<file path="config.mk">
export PLATFORM = sky130hd
export DESIGN_NAME = word_addr_ctr
export DESIGN_NICKNAME = d
export VERILOG_FILES = /design/src/rtl/wac_pkg.sv /design/src/rtl/wac_rst_sync.sv /design/src/rtl/wac_hi_stage.sv /design/src/rtl/wac_next.sv /design/src/rtl/word_addr_ctr.sv
export SDC_FILE = /design/constraint.sdc
export NUM_CORES = 1
export LEC_CHECK = 0
export BUFFER_PORTS_ARGS = -buffer_cell sky130_fd_sc_hd__buf_2
export CAP_MARGIN = 20
export CORE_MARGIN = 4
export CORE_UTILIZATION = 49
export CTS_CLUSTER_DIAMETER = 80
export DETAILED_ROUTE_END_ITERATION = 8
export GPL_ROUTABILITY_DRIVEN = 0
export PLACE_DENSITY = 0.83
export RECOVER_POWER = 50
export SYNTH_ARGS = -nofsm -noshare
export SYNTH_HDL_FRONTEND = slang
export SYNTH_SLANG_ARGS = --single-unit
</file>
<file path="constraint.sdc">
create_clock -name clk -period 1.6 [get_ports clk]
set_input_delay 0.08 -clock clk [delete_from_list [all_inputs] [get_ports clk]]
set_output_delay 0.08 -clock clk [all_outputs]
set_load 0.01 [all_outputs]
</file>
<file path="src/rtl/wac_pkg.sv">
package wac_pkg;
  localparam int PAGE_BITS = 7;
  localparam int OFS_BITS  = 5;
  localparam int BYTE_W    = 8;
  localparam int ADDR_W    = PAGE_BITS + OFS_BITS;
  localparam int NIB_W     = ADDR_W - BYTE_W;

  typedef enum logic [1:0] {
    ACT_HOLD = 2'd0,
    ACT_LOAD = 2'd1,
    ACT_WADV = 2'd2,
    ACT_RADV = 2'd3
  } act_e;
endpackage

</file>
<file path="src/rtl/wac_rst_sync.sv">
module wac_rst_sync #(
  parameter int STAGES = 2
) (
  input  logic clk,
  input  logic rst_n,
  output logic rst_sync_n
);
  logic [STAGES-1:0] chain_q;

  always_ff @(posedge clk or negedge rst_n) begin
    if (!rst_n) chain_q <= '0;
    else        chain_q <= {chain_q[STAGES-2:0], 1'b1};
  end

  assign rst_sync_n = chain_q[STAGES-1];
endmodule

</file>
<file path="src/rtl/wac_hi_stage.sv">
module wac_hi_stage
  import wac_pkg::*;
(
  input  logic              clk,
  input  logic              rst_n,
  input  logic              ld_i,
  input  logic [BYTE_W-1:0] byte_i,
  output logic [NIB_W-1:0]  nib_o
);
  logic [NIB_W-1:0] nib_q, nib_d;

  always_comb begin
    nib_d = nib_q;
    if (ld_i) nib_d = byte_i[NIB_W-1:0];
  end

  always_ff @(posedge clk or negedge rst_n) begin
    if (!rst_n) nib_q <= '0;
    else        nib_q <= nib_d;
  end

  assign nib_o = nib_q;
endmodule

</file>
<file path="src/rtl/wac_next.sv">
module wac_next
  import wac_pkg::*;
(
  input  logic [ADDR_W-1:0] addr_i,
  input  logic [NIB_W-1:0]  nib_i,
  input  logic [BYTE_W-1:0] lo_byte_i,
  input  logic              lo_ld_i,
  input  logic              wr_adv_i,
  input  logic              rd_adv_i,
  output logic [ADDR_W-1:0] addr_o,
  output logic              en_o
);
  act_e act;
  logic [OFS_BITS-1:0] ofs_inc;

  always_comb begin
    if (lo_ld_i)       act = ACT_LOAD;
    else if (wr_adv_i) act = ACT_WADV;
    else if (rd_adv_i) act = ACT_RADV;
    else               act = ACT_HOLD;
  end

  assign ofs_inc = addr_i[OFS_BITS-1:0] + 1'b1;

  always_comb begin
    unique case (act)
      ACT_LOAD: addr_o = {nib_i, lo_byte_i};
      ACT_WADV: addr_o = {addr_i[ADDR_W-1:OFS_BITS], ofs_inc};
      ACT_RADV: addr_o = addr_i + 1'b1;
      default:  addr_o = addr_i;
    endcase
  end

  assign en_o = (act != ACT_HOLD);
endmodule

</file>
<file path="src/rtl/word_addr_ctr.sv">
module word_addr_ctr
  import wac_pkg::*;
(
  input  logic                 clk,
  input  logic                 rst_n,
  input  logic                 hi_ld_i,
  input  logic [BYTE_W-1:0]    hi_byte_i,
  input  logic                 lo_ld_i,
  input  logic [BYTE_W-1:0]    lo_byte_i,
  input  logic                 wr_adv_i,
  input  logic                 rd_adv_i,
  output logic [ADDR_W-1:0]    addr_o,
  output logic [PAGE_BITS-1:0] page_o,
  output logic [OFS_BITS-1:0]  offset_o
);
  logic              rst_sync_n;
  logic [NIB_W-1:0]  nib;
  logic [ADDR_W-1:0] addr_q, addr_d;
  logic              addr_en;

  wac_rst_sync #(.STAGES(2)) u_rst (
    .clk(clk), .rst_n(rst_n), .rst_sync_n(rst_sync_n)
  );

  wac_hi_stage u_hi (
    .clk(clk), .rst_n(rst_sync_n), .ld_i(hi_ld_i),
    .byte_i(hi_byte_i), .nib_o(nib)
  );

  wac_next u_next (
    .addr_i(addr_q), .nib_i(nib), .lo_byte_i(lo_byte_i),
    .lo_ld_i(lo_ld_i), .wr_adv_i(wr_adv_i), .rd_adv_i(rd_adv_i),
    .addr_o(addr_d), .en_o(addr_en)
  );

  always_ff @(posedge clk or negedge rst_sync_n) begin
    if (!rst_sync_n)  addr_q <= '0;
    else if (addr_en) addr_q <= addr_d;
  end

  assign addr_o   = addr_q;
  assign page_o   = addr_q[ADDR_W-1:OFS_BITS];
  assign offset_o = addr_q[OFS_BITS-1:0];
endmodule

</file>
# == Word-level counts from Yosys, hierarchy flattened ==
# Cells that the tools add are included.
# classes
mux,4
n_eq_ne,3
add_sub_neg,2
bitwise,1
n_reduce_logical,5
# op_table
op,n
$pmux 12 s3,1
$add 12x1->12 const B,1
$mux 2,3
$add 5x1->5 const B,1
$eq 2x2->1 const B,2
$reduce_bool 2->1,2
$reduce_and 3->1,1
$reduce_bool 3->1,1
$eq 2x1->1 const B,1
$reduce_and 2->1,1
$not 1->1,1
# word_totals
output_inout_bits,24
regBits,18
wordCells,19
in_bits,22

# == Longest topological paths before layout ==
# Gate-level depths: netlist (run 1).
# depth
ltp_word,6
mapped_depth,4
mapped_depth_nobuf,4

# == Hierarchy ==
# A second synthesis (run 1) with hierarchy kept.
# hier_totals
hier_cells,108
area_unflattened_um2,1189.9
# modules_own_cells
mod,seq_area_each_um2,cells_per_inst,area_per_inst_um2,instances
word_addr_ctr,300.3,37,574.3,1
wac_next,0.0,60,416.6,1
wac_hi_stage,100.1,8,145.1,1
wac_rst_sync,50.0,3,53.8,1

# == Worst setup path before layout (run 1) ==
# No wires, ideal clock.
# synth_path
path_type,flip-flop to flip-flop
from,"register addr_q[0], in the netlist addr_o[0]"
to,"register addr_q[10], in the netlist addr_o[10]"
path_stages_with_launch,5
t_required_ns,1.518
arrival_time_ns,1.406
n_path_buf,0
setup_time_ns,0.082
slack_ns,0.112
synth_period_minus_slack_ns,1.488
cell_sequence,dfrtp_1 ha_1 nand3_1 or4_1 a31oi_1
# synth_via
elab_chain_len,2
# synth_lines
item,line,source
from (decl),word_addr_ctr.sv:18,"logic [ADDR_W-1:0] addr_q, addr_d;"
from (signal assigned),word_addr_ctr.sv:38,else if (addr_en) addr_q <= addr_d;
$add 12x1->12,wac_next.sv:29,ACT_RADV: addr_o = addr_i + 1'b1;
$pmux 12 s3,wac_next.sv:26,unique case (act)
# No other way between the ends.
# A chain may end at the register's enable or synchronous reset.

# == Worst setup path after layout (run 1) ==
# layout_path
from,"register addr_q[0], in the netlist addr_o[0]"
to,"register addr_q[11], in the netlist addr_o[11]"
# The elaborated chain is that of the path after synthesis.

==> results_dict.tcl, run 1 <==
set metrics [dict create \
    clockPowerShare_pct 24.7 \
    intPower_uw 779 \
    powerDensity_nw_per_um2 917 \
    cp_top_family "compound AO/OA/AOI/OAI gates" \
    drtIter0Drc 22 \
    ant_nets 0 \
    comb_power_share_pct 25.2 \
    grt_pass1_vias 832 \
    antenna_found_initial 0 \
    ys_ff_latch 18 \
    design_area_um2 1240 \
    vias 907 \
    cts_tree "done" \
    clock_skew_ps 3.93 \
    dr.pass1.iters 4 \
    portBuffers 41 \
    core_um2 1960 \
    crit_required_ps 1750 \
    yosys_most_used_dff "dfrtp_1" \
    maxCapViolCount 0 \
    fin_crit_ps 1510 \
    path_class "register to register" \
    worstSetupEndpointType "register" \
    cpMaxStageDelayCell "dfrtp_1" \
    cp.depth 5 \
    wl_per_cell_um 12.9 \
    synth_fp_nets 124 \
    antennaDiodeCount 0 \
    hold_viol 0 \
    die_w_um 53.3 \
    clk_latency_ps 290 \
    area_growth_pct 23.5 \
    relSlewSlack_pct 57.6 \
    cts_root_buf "clkbuf_4" \
    path_buf_inv 2 \
    wl_met2_um 1070 \
    yosys-top-cells-area "dfrtp_1 45%, buf_4 9.0%, mux2_2 4.5%" \
    grt_first_pass_wirelength_um 3490 \
    ys_seq_area_share_pct 44.8 \
    hold_path.class "primary input to register" \
    rsz0062_at_grt "false" \
    crit_fanout 5 \
    cts_buffers 3 \
    yosys.area.top_type_share_pct 44.8 \
    drcViolationCount 0 \
    routed_wl_um 2150 \
    synth_top_area_cell "dfrtp_1" \
    route.met3.wl_um 141 \
    slew_viol_final 0 \
    gr-total-overflow 0 \
    fill_cells 175 \
    wl_met1_um 867 \
    die-area_um2 2840 \
    switchingPower_uw 359 \
    io-pin-count 46 \
    post_cts_resize_count 0 \
    gr-usage-all-layers_pct 17.1 \
    ff2ff_path_depth 5 \
    period_share_pct 94.1 \
    drive_above_1_share_pct 35.0 \
    synth_most_common_cell "dfrtp_1" \
    clk_pin_slew_ps 110 \
    placed_area_um2 1160 \
    synthCells 101 \
    via_per_inst 5.43 \
    status "finished clean" \
    cp_cell_sequence "clkbuf_1, nand3_1, buf_4, o41ai_1, o211ai_1" \
    synth_commonest_cells "18 x dfrtp_1, 12 x buf_4, 8 x nand2_1, 7 x nor2_1, 7 x o21ai_0" \
    critPathLaunchType "register" \
    netlist_area_um2 1000 \
    irDropWorstVdd_uv 507 \
    cp.arrival_ps 1660 \
    critPathMaxStageDelay_ps 360 \
    initial_core_util_pct 51.2 \
    synth_edf_count 0 \
    dp_hpwl_um 1630 \
    grt_max_degree 17 \
    fin_nets 164 \
    clock_sinks 18 \
    highest_layer "met4" \
    die_h_um 53.3 \
    power_switching_share_pct 31.5 \
    htree_num_levels 1 \
    yosys_warnings 0 \
    rows 16 \
    setup_tns_ps 0 \
    hold_depth 2 \
    p_leak_nw 0.565 \
    postSynthAreaPerCell_um2 9.95 \
    tightestPinTransition_ps 636 \
    async_flop_share_pct 100 \
    seqPwrFrac_pct 50.1 \
    fmax_mhz 664 \
    finalSetupViolCount 0 \
    ys_types 27 \
    clockBufferDepth 2 \
]
layout make-up:
cell class	count	area, um2	area share, %
clock buffers	4	36.3	2.92
inverters	2	7.51	0.605
multi-input cells	66	438	35.3
flip-flops and latches	18	450	36.3
well taps	27	33.8	2.72
repair buffers	50	275	22.2
per-stage QoR:
step	hold slack [ps]	worst slack, ps	std cells	power (mW)	utilization [%]
2_1_floorplan	-216	112	101	0.770	-
3_3_place_gp	-134	182	158	0.853	59.4
3_5_place_dp	-132	130	158	0.866	59.4
4_1_cts	14.7	102	167	1.15	63.8
5_1_grt	9.39	15.9	167	1.21	63.3
6_report	14.3	93.9	167	1.14	63.3
cells by family after synthesis:
family          Yosys count  share of synthesized area (%)
flops                    18                           44.8
buf+inv                  17                           11.6
xor+xnor                  3                           2.62
mux                       5                           5.48
fa+ha+maj                 1                           1.25
simple gates             34                           19.7
other cells               1                          0.373
compound gates           22                           14.2
layer usage:
metal | up-vias | GRT usage [%]
li1 | 444 | -
met1 | 423 | 19.0
met2 | 31 | 30.0
met3 | 9 | 3.38
met4 | 0 | 8.94
met5 | - | 0
final timing paths:
check                                            from                    endpoint  slack [ps]
max                             addr_o[0]$_DFFE_PN0P_      addr_o[11]$_DFFE_PN0P_          90
min                                      hi_byte_i[1]   u_hi.nib_o[1]$_DFFE_PN0P_          10
max reg2reg                     addr_o[0]$_DFFE_PN0P_      addr_o[11]$_DFFE_PN0P_          90
min reg2reg                u_rst.chain_q[1]$_DFF_PN0_       addr_o[1]$_DFFE_PN0P_         260
max in group asynchronous  u_rst.chain_q[1]$_DFF_PN0_      addr_o[10]$_DFFE_PN0P_         930
min in group asynchronous                       rst_n  u_rst.chain_q[1]$_DFF_PN0_          90
worst register-to-register path, cell delays in order (launching register included):
cell and delay [ps]:
dfrtp_1 360, clkbuf_1 210, nand3_1 170, buf_4 190, o41ai_1 290, o211ai_1 150
timing repair:
item	CTS	global route
hold buffers	5	0
hold endpoints to repair	6	0
buffers inserted	0	0
registers in the layout (all words and copies together), names as in the netlist:
| signal | count |
|---|---|
| addr_o | 12 |
| u_rst.chain_q | 2 |
| u_hi.nib_o | 4 |
placed cells by master, fill, tap and decap left out, drive strengths merged:
| master | count |
|---|---|
| or4 | 6 |
| nand4b | 1 |
| mux2 | 4 |
| and4b | 1 |
| mux2i | 1 |
| xor2 | 3 |
| conb | 1 |
| nand4 | 2 |
| o21ai | 7 |
| ha | 1 |
| o31ai | 4 |
| nor2 | 7 |
| nor2b | 1 |
| and3 | 1 |
| buf | 39 |
| clkbuf | 10 |
| o2111ai | 1 |
| o211ai | 2 |
| a22oi | 1 |
| nand3 | 6 |
| o41ai | 1 |
| dfrtp | 18 |
| dlygate4sd3 | 5 |
| or3 | 1 |
| nand2 | 8 |
| a31oi | 6 |
| inv | 2 |
power groups by stage:
| stage | registers [mW] | clock network (mW) | logic [mW] |
|---|---|---|---|
| after floorplan | 0.592 | 0 | 0.177 |
| after global placement | 0.575 | 0 | 0.279 |
| after detailed placement | 0.580 | 0 | 0.287 |
| after CTS | 0.571 | 0.283 | 0.298 |
| after global routing | 0.583 | 0.309 | 0.320 |
| final | 0.570 | 0.281 | 0.287 |
No activity file was read; power rests on OpenSTA's default activity.
==> run 2, diff against run 1 <==
--- a/config.mk
+++ b/config.mk
@@ -8,12 +8,11 @@
 export BUFFER_PORTS_ARGS = -buffer_cell sky130_fd_sc_hd__buf_2
 export CAP_MARGIN = 20
 export CORE_MARGIN = 4
-export CORE_UTILIZATION = 49
+export CORE_UTILIZATION = 45
 export CTS_CLUSTER_DIAMETER = 80
 export DETAILED_ROUTE_END_ITERATION = 8
 export GPL_ROUTABILITY_DRIVEN = 0
-export PLACE_DENSITY = 0.83
-export RECOVER_POWER = 50
+export PLACE_DENSITY = 0.77
 export SYNTH_ARGS = -nofsm -noshare
 export SYNTH_HDL_FRONTEND = slang
 export SYNTH_SLANG_ARGS = --single-unit
==> constraint.sdc (replaced) <==
create_clock -name clk -period 1.71 [get_ports clk]
set_input_delay 0.0855 -clock clk [delete_from_list [all_inputs] [get_ports clk]]
set_output_delay 0.0855 -clock clk [all_outputs]
set_load 0.01 [all_outputs]
==> run 2 against run 1 <==
Non-clock buffer count shrank 3. First-iteration DRC count fell by 4.5%. Wire length is 0.98% lower. Cell area decreased by 0.81%.
==> results_dict.tcl, run 2 (synthesis results as in run 1) <==
set metrics [dict create \
    clk_latency_ps 290 \
    register_area_um2 450 \
    clockBufferDepth 2 \
    path_class "register to register" \
    tightestPinTransition_ps 638 \
    grt_first_pass_wirelength_um 3730 \
    routed_wl_um 2130 \
    ant_nets 0 \
    powerDensity_nw_per_um2 856 \
    vias 898 \
    finalSetupViolCount 0 \
    clockPowerShare_pct 24.7 \
    cp.arrival_ps 1830 \
    clk_pin_slew_ps 100 \
    seqPwrFrac_pct 51.4 \
    die_w_um 55.3 \
    io-pin-count 46 \
    fmax_mhz 620 \
    hold_viol 0 \
    gr-total-overflow 0 \
    antenna_found_initial 0 \
    post_cts_resize_count 0 \
    dr.pass1.iters 4 \
    switchingPower_uw 331 \
    comb_power_share_pct 23.9 \
    irDropWorstVdd_uv 501 \
    crit_required_ps 1930 \
    crit_fanout 6 \
    critPathLaunchType "register" \
    die_h_um 55.3 \
    multi_input_area_um2 438 \
    setup_tns_ps 0 \
    portBuffers 41 \
    worstSetupEndpointType "register" \
    relSlewSlack_pct 57.4 \
    clock_sinks 18 \
    fin_nets 161 \
    status "finished clean" \
    period_share_pct 94.3 \
    grt_max_degree 17 \
    htree_num_levels 1 \
    p_leak_nw 0.567 \
    grt_pass1_vias 900 \
    dp_hpwl_um 1630 \
    die-area_um2 3050 \
    largest_reg_flops 12 \
    postCtsSetupBuffers 0 \
    drive_above_1_share_pct 37.2 \
    r2r_setup_slack_ps 100 \
    wl_per_cell_um 13.0 \
    cts_tree "done" \
    clock_skew_ps 5.20 \
    gr-usage-all-layers_pct 14.5 \
    drcViolationCount 0 \
    core_um2 2040 \
    fin_crit_ps 1610 \
    via_per_inst 5.48 \
    cts_root_buf "clkbuf_4" \
    antennaDiodeCount 0 \
    slew_viol_final 0 \
    initial_core_util_pct 49.2 \
    fill_cells 193 \
    rsz0062_at_grt "false" \
    drtIter0Drc 21 \
    finalPower_mw 1.05 \
    cts_hold_buf 6 \
    rows 16 \
    intPower_uw 723 \
    layout_common_cells "41 x buf_2, 18 x dfrtp_1, 8 x nand2_1, 7 x nor2_1, 7 x o21ai_0" \
    area_growth_pct 22.5 \
    cts_buffers 3 \
    hold_path.class "primary input to register" \
    power_switching_share_pct 31.4 \
    final_common_cell "buf_2" \
    maxCapViolCount 0 \
]
run 2: cell types whose count changed in the layout (fill, tap and decap cells not counted), sizes merged:
| cell | delta |
|---|---|
| clkbuf | -6 |
| buf | +2 |
| dlygate4sd3 | +1 |
run 2: cell type report:
| cell class | count | share of cell area [%] |
|---|---|---|
| clock buffer | 4 | 2.95 |
| inverter | 2 | 0.610 |
| multi-input combinational | 66 | 35.6 |
| sequential | 18 | 36.6 |
| tap | 27 | 2.74 |
| timing repair buffer | 47 | 21.5 |
run 2: worst max-delay path, stage by stage, from the launching register on:
cell and delay (ps):
dfrtp_1 450, ha_1 230, nand3_1 190, or4_1 500, a31oi_1 170
run 2: per-stage QoR:
step / worst slack [ps] / util (%) / instance area [um2] / hold slack [ps] / instances
floorplan: 222 / - / 1000 / -210 / 101
global placement: 198 / 55.6 / 1130 / -129 / 154
detailed placement: 138 / 55.6 / 1130 / -127 / 154
CTS: 114 / 60.3 / 1230 / 5.18 / 164
global route: 8.73 / 60.3 / 1230 / 24.7 / 164
finish: 98.3 / 60.3 / 1230 / 20.7 / 164
run 2: metal layers:
metal	vias up	GRT usage, %	share of wire, %	routed length (um)
met5	-	0	0	0
met4	0	4.17	0	0
met3	0	2.10	5.4	115
met2	30	26.2	51	1090
met1	433	17.6	43	924
li1	435	-	-	-
run 2: final timing paths:
check	startpoint	end	cells past startpoint
min reg2reg	u_rst.chain_q[1]$_DFF_PN0_	addr_o[4]$_DFFE_PN0P_	0
max reg2reg	addr_o[1]$_DFFE_PN0P_	addr_o[10]$_DFFE_PN0P_	4
min in group asynchronous	rst_n	u_rst.chain_q[0]$_DFF_PN0_	2
max in group asynchronous	u_rst.chain_q[1]$_DFF_PN0_	u_hi.nib_o[1]$_DFFE_PN0P_	0
max	addr_o[1]$_DFFE_PN0P_	addr_o[10]$_DFFE_PN0P_	4
min	hi_byte_i[1]	u_hi.nib_o[1]$_DFFE_PN0P_	2
run 2: power groups by stage:
| stage | combinational [mW] | sequential [mW] | clock [mW] |
|---|---|---|---|
| finish | 0.252 | 0.542 | 0.260 |
| global route | 0.281 | 0.554 | 0.277 |
| CTS | 0.255 | 0.542 | 0.273 |
| detailed placement | 0.244 | 0.550 | 0 |
| global placement | 0.239 | 0.546 | 0 |
| floorplan | 0.166 | 0.554 | 0 |
==> run 3, diff against run 2 <==
--- a/config.mk
+++ b/config.mk
@@ -5,14 +5,16 @@
 export SDC_FILE = /design/constraint.sdc
 export NUM_CORES = 1
 export LEC_CHECK = 0
+export ABC_AREA = 1
 export BUFFER_PORTS_ARGS = -buffer_cell sky130_fd_sc_hd__buf_2
 export CAP_MARGIN = 20
 export CORE_MARGIN = 4
-export CORE_UTILIZATION = 45
+export CORE_UTILIZATION = 48
 export CTS_CLUSTER_DIAMETER = 80
 export DETAILED_ROUTE_END_ITERATION = 8
 export GPL_ROUTABILITY_DRIVEN = 0
-export PLACE_DENSITY = 0.77
+export HOLD_SLACK_MARGIN = 0.03
+export PLACE_DENSITY = 0.79
 export SYNTH_ARGS = -nofsm -noshare
 export SYNTH_HDL_FRONTEND = slang
 export SYNTH_SLANG_ARGS = --single-unit
==> run 3 against run 2 <==
Synthesized cell count rose by 44%. Sequential power barely moved. Worst hold slack improved by 22 ps. Register-to-register slack improved by 250 ps. Maximum frequency rose by 19%. Largest cell class is now multi-input gates.
==> results_dict.tcl, run 3 <==
set metrics [dict create \
    clock_sinks 18 \
    crit_fanout 6 \
    wl_per_cell_um 12.5 \
    path_buf_inv 1 \
    post_cts_resize_count 0 \
    gr-usage-all-layers_pct 18.2 \
    switchingPower_uw 404 \
    design_area_um2 1450 \
    fin_crit_ps 1360 \
    holdWs_ps 42.7 \
    rsz0062_at_grt "false" \
    cts_buffers 3 \
    hold_viol 0 \
    grt_max_degree 17 \
    gr-total-overflow 0 \
    slew_viol_final 0 \
    synth_commonest_cells "28 x nand2_1, 18 x dfrtp_1, 12 x buf_4, 11 x inv_1, 11 x nor2_1" \
    async_flop_share_pct 100 \
    synth_fp_nets 168 \
    synth_most_common_cell "nand2_1" \
    clk_pin_slew_ps 100 \
    via_per_inst 5.11 \
    die_w_um 57.3 \
    relSlewSlack_pct 56.6 \
    initial_core_util_pct 51.7 \
    dp_slack_ps 430 \
    antenna_found_initial 0 \
    fmax_mhz 737 \
    cp_top_family "flip-flops" \
    power_switching_share_pct 34.9 \
    cp.arrival_ps 1590 \
    clockPowerShare_pct 22.7 \
    yosys_warnings 0 \
    cp_cell_sequence "ha_1, nand2_1, inv_2, nand3_2, nor2_2, o21bai_1, a21oi_2" \
    synth_edf_count 0 \
    grt_first_pass_wirelength_um 4750 \
    crit_required_ps 1940 \
    comb_power_share_pct 30.1 \
    dr.pass1.iters 4 \
    hold_path.class "primary input to register" \
    postSynthAreaPerCell_um2 8.04 \
    cts_tree "done" \
    drcViolationCount 0 \
    yosys-top-cells-area "dfrtp_1 39%, nand2_1 9.0%, buf_4 7.7%" \
    yosys_most_used_dff "dfrtp_1" \
    dp_hpwl_um 2060 \
    fin_nets 211 \
    final_common_cell "buf_2" \
    htree_num_levels 1 \
    drive_above_1_share_pct 39.6 \
    clock_skew_ps 2.79 \
    layout_common_cells "41 x buf_2, 28 x nand2_1, 18 x dfrtp_1, 11 x nor2_1, 11 x inv_1" \
    synthCells 145 \
    ys_ff_latch 18 \
    yosys.area.top_type_share_pct 38.6 \
    die-area_um2 3280 \
    fin_cells 215 \
    tightestPinTransition_ps 652 \
    grt_pass1_vias 1110 \
    synth_top_area_cell "dfrtp_1" \
    core_um2 2250 \
    die_h_um 57.3 \
    ys_types 29 \
    period_share_pct 79.4 \
    rows 17 \
    p_leak_nw 0.744 \
    utilization_pct 64.2 \
    drtIter0Drc 18 \
    netlist_area_um2 1170 \
    powerDensity_nw_per_um2 798 \
    finalPower_mw 1.16 \
    largest_reg_flops 12 \
    path_class "register to register" \
    intPower_uw 752 \
    critPathLaunchType "register" \
    worstSetupEndpointType "register" \
    io-pin-count 46 \
    cts_root_buf "clkbuf_4" \
    setup_slack_ps 352 \
    finalSetupViolCount 0 \
    seqPwrFrac_pct 47.2 \
    portBuffers 41 \
    antennaDiodeCount 0 \
    setup_tns_ps 0 \
    placed_area_um2 1310 \
    clockBufferDepth 2 \
    critPathMaxStageDelay_ps 470 \
    vias 1098 \
    area_growth_pct 24.1 \
    ys_seq_area_share_pct 38.6 \
    clk_latency_ps 290 \
    status "finished clean" \
    routed_wl_um 2690 \
    cpMaxStageDelayCell "dfrtp_1" \
    irDropWorstVdd_uv 583 \
    dp_cells 201 \
    maxCapViolCount 0 \
    ant_nets 0 \
]
[run 3: changes by cell type after synthesis, sizes merged, moves of 6 or more]
cell / delta
nand2: +26
a21oi: +9
a31oi: -6
nand3: +6
inv: +17
nor2: +12
or4: -6
[run 3: layout make-up]
cell class                 instances  area, um2
multi-input combinational         95        549
tap                               28       35.0
fill                             217        807
inverter                          19       71.3
sequential                        18        450
clock buffer                       4       36.3
timing repair buffer              51        305
[run 3: routing by layer]
| layer | vias up | routed length, um | track usage [%] |
|---|---|---|---|
| met5 | - | 0 | 0 |
| met2 | 35 | 1360 | 32.1 |
| met4 | 0 | 36 | 5.96 |
| met3 | 5 | 144 | 3.17 |
| met1 | 516 | 1150 | 22.2 |
| li1 | 542 | - | - |
[run 3: cell families (layout without fill, tap and decap cells)]
logic type | Yosys count | count (layout) | synth area share [%]
AOI/OAI and AO/OA | 20 | 20 | 10.6
xor gates and xnor gates | 1 | 1 | 0.751
other | 1 | 1 | 0.322
DFF | 18 | 18 | 38.6
muxes | 3 | 3 | 2.90
and+or+nand+nor | 69 | 69 | 31.4
buffers and inverters | 32 | 74 | 14.3
adders and majority gates | 1 | 1 | 1.07
[run 3: what timing repair did]
action,CTS,global route
setup buffers,0,0
endpoints found under the hold margin,11,0
hold buffers,10,0
[run 3: final timing paths]
kind | startpoint | end | slack, ps | cells after the start
worst min register to register | u_rst.chain_q[1]$_DFF_PN0_ | u_hi.nib_o[3]$_DFFE_PN0P_ | 270 | 0
max in group asynchronous | u_rst.chain_q[1]$_DFF_PN0_ | addr_o[3]$_DFFE_PN0P_ | 1020 | 0
worst max register to register | addr_o[1]$_DFFE_PN0P_ | addr_o[10]$_DFFE_PN0P_ | 350 | 7
min in group asynchronous | rst_n | u_rst.chain_q[0]$_DFF_PN0_ | 80 | 2
worst min-delay path | hi_ld_i | u_hi.nib_o[2]$_DFFE_PN0P_ | 40 | 2
worst max-delay path | addr_o[1]$_DFFE_PN0P_ | addr_o[10]$_DFFE_PN0P_ | 350 | 7
[run 3: power groups by stage]
stage	registers, mW	clock network (mW)	logic, mW
CTS	0.545	0.272	0.349
detailed placement	0.553	0	0.329
global placement	0.549	0	0.321
finish	0.545	0.262	0.348
global route	0.559	0.296	0.386
floorplan	0.561	0	0.235
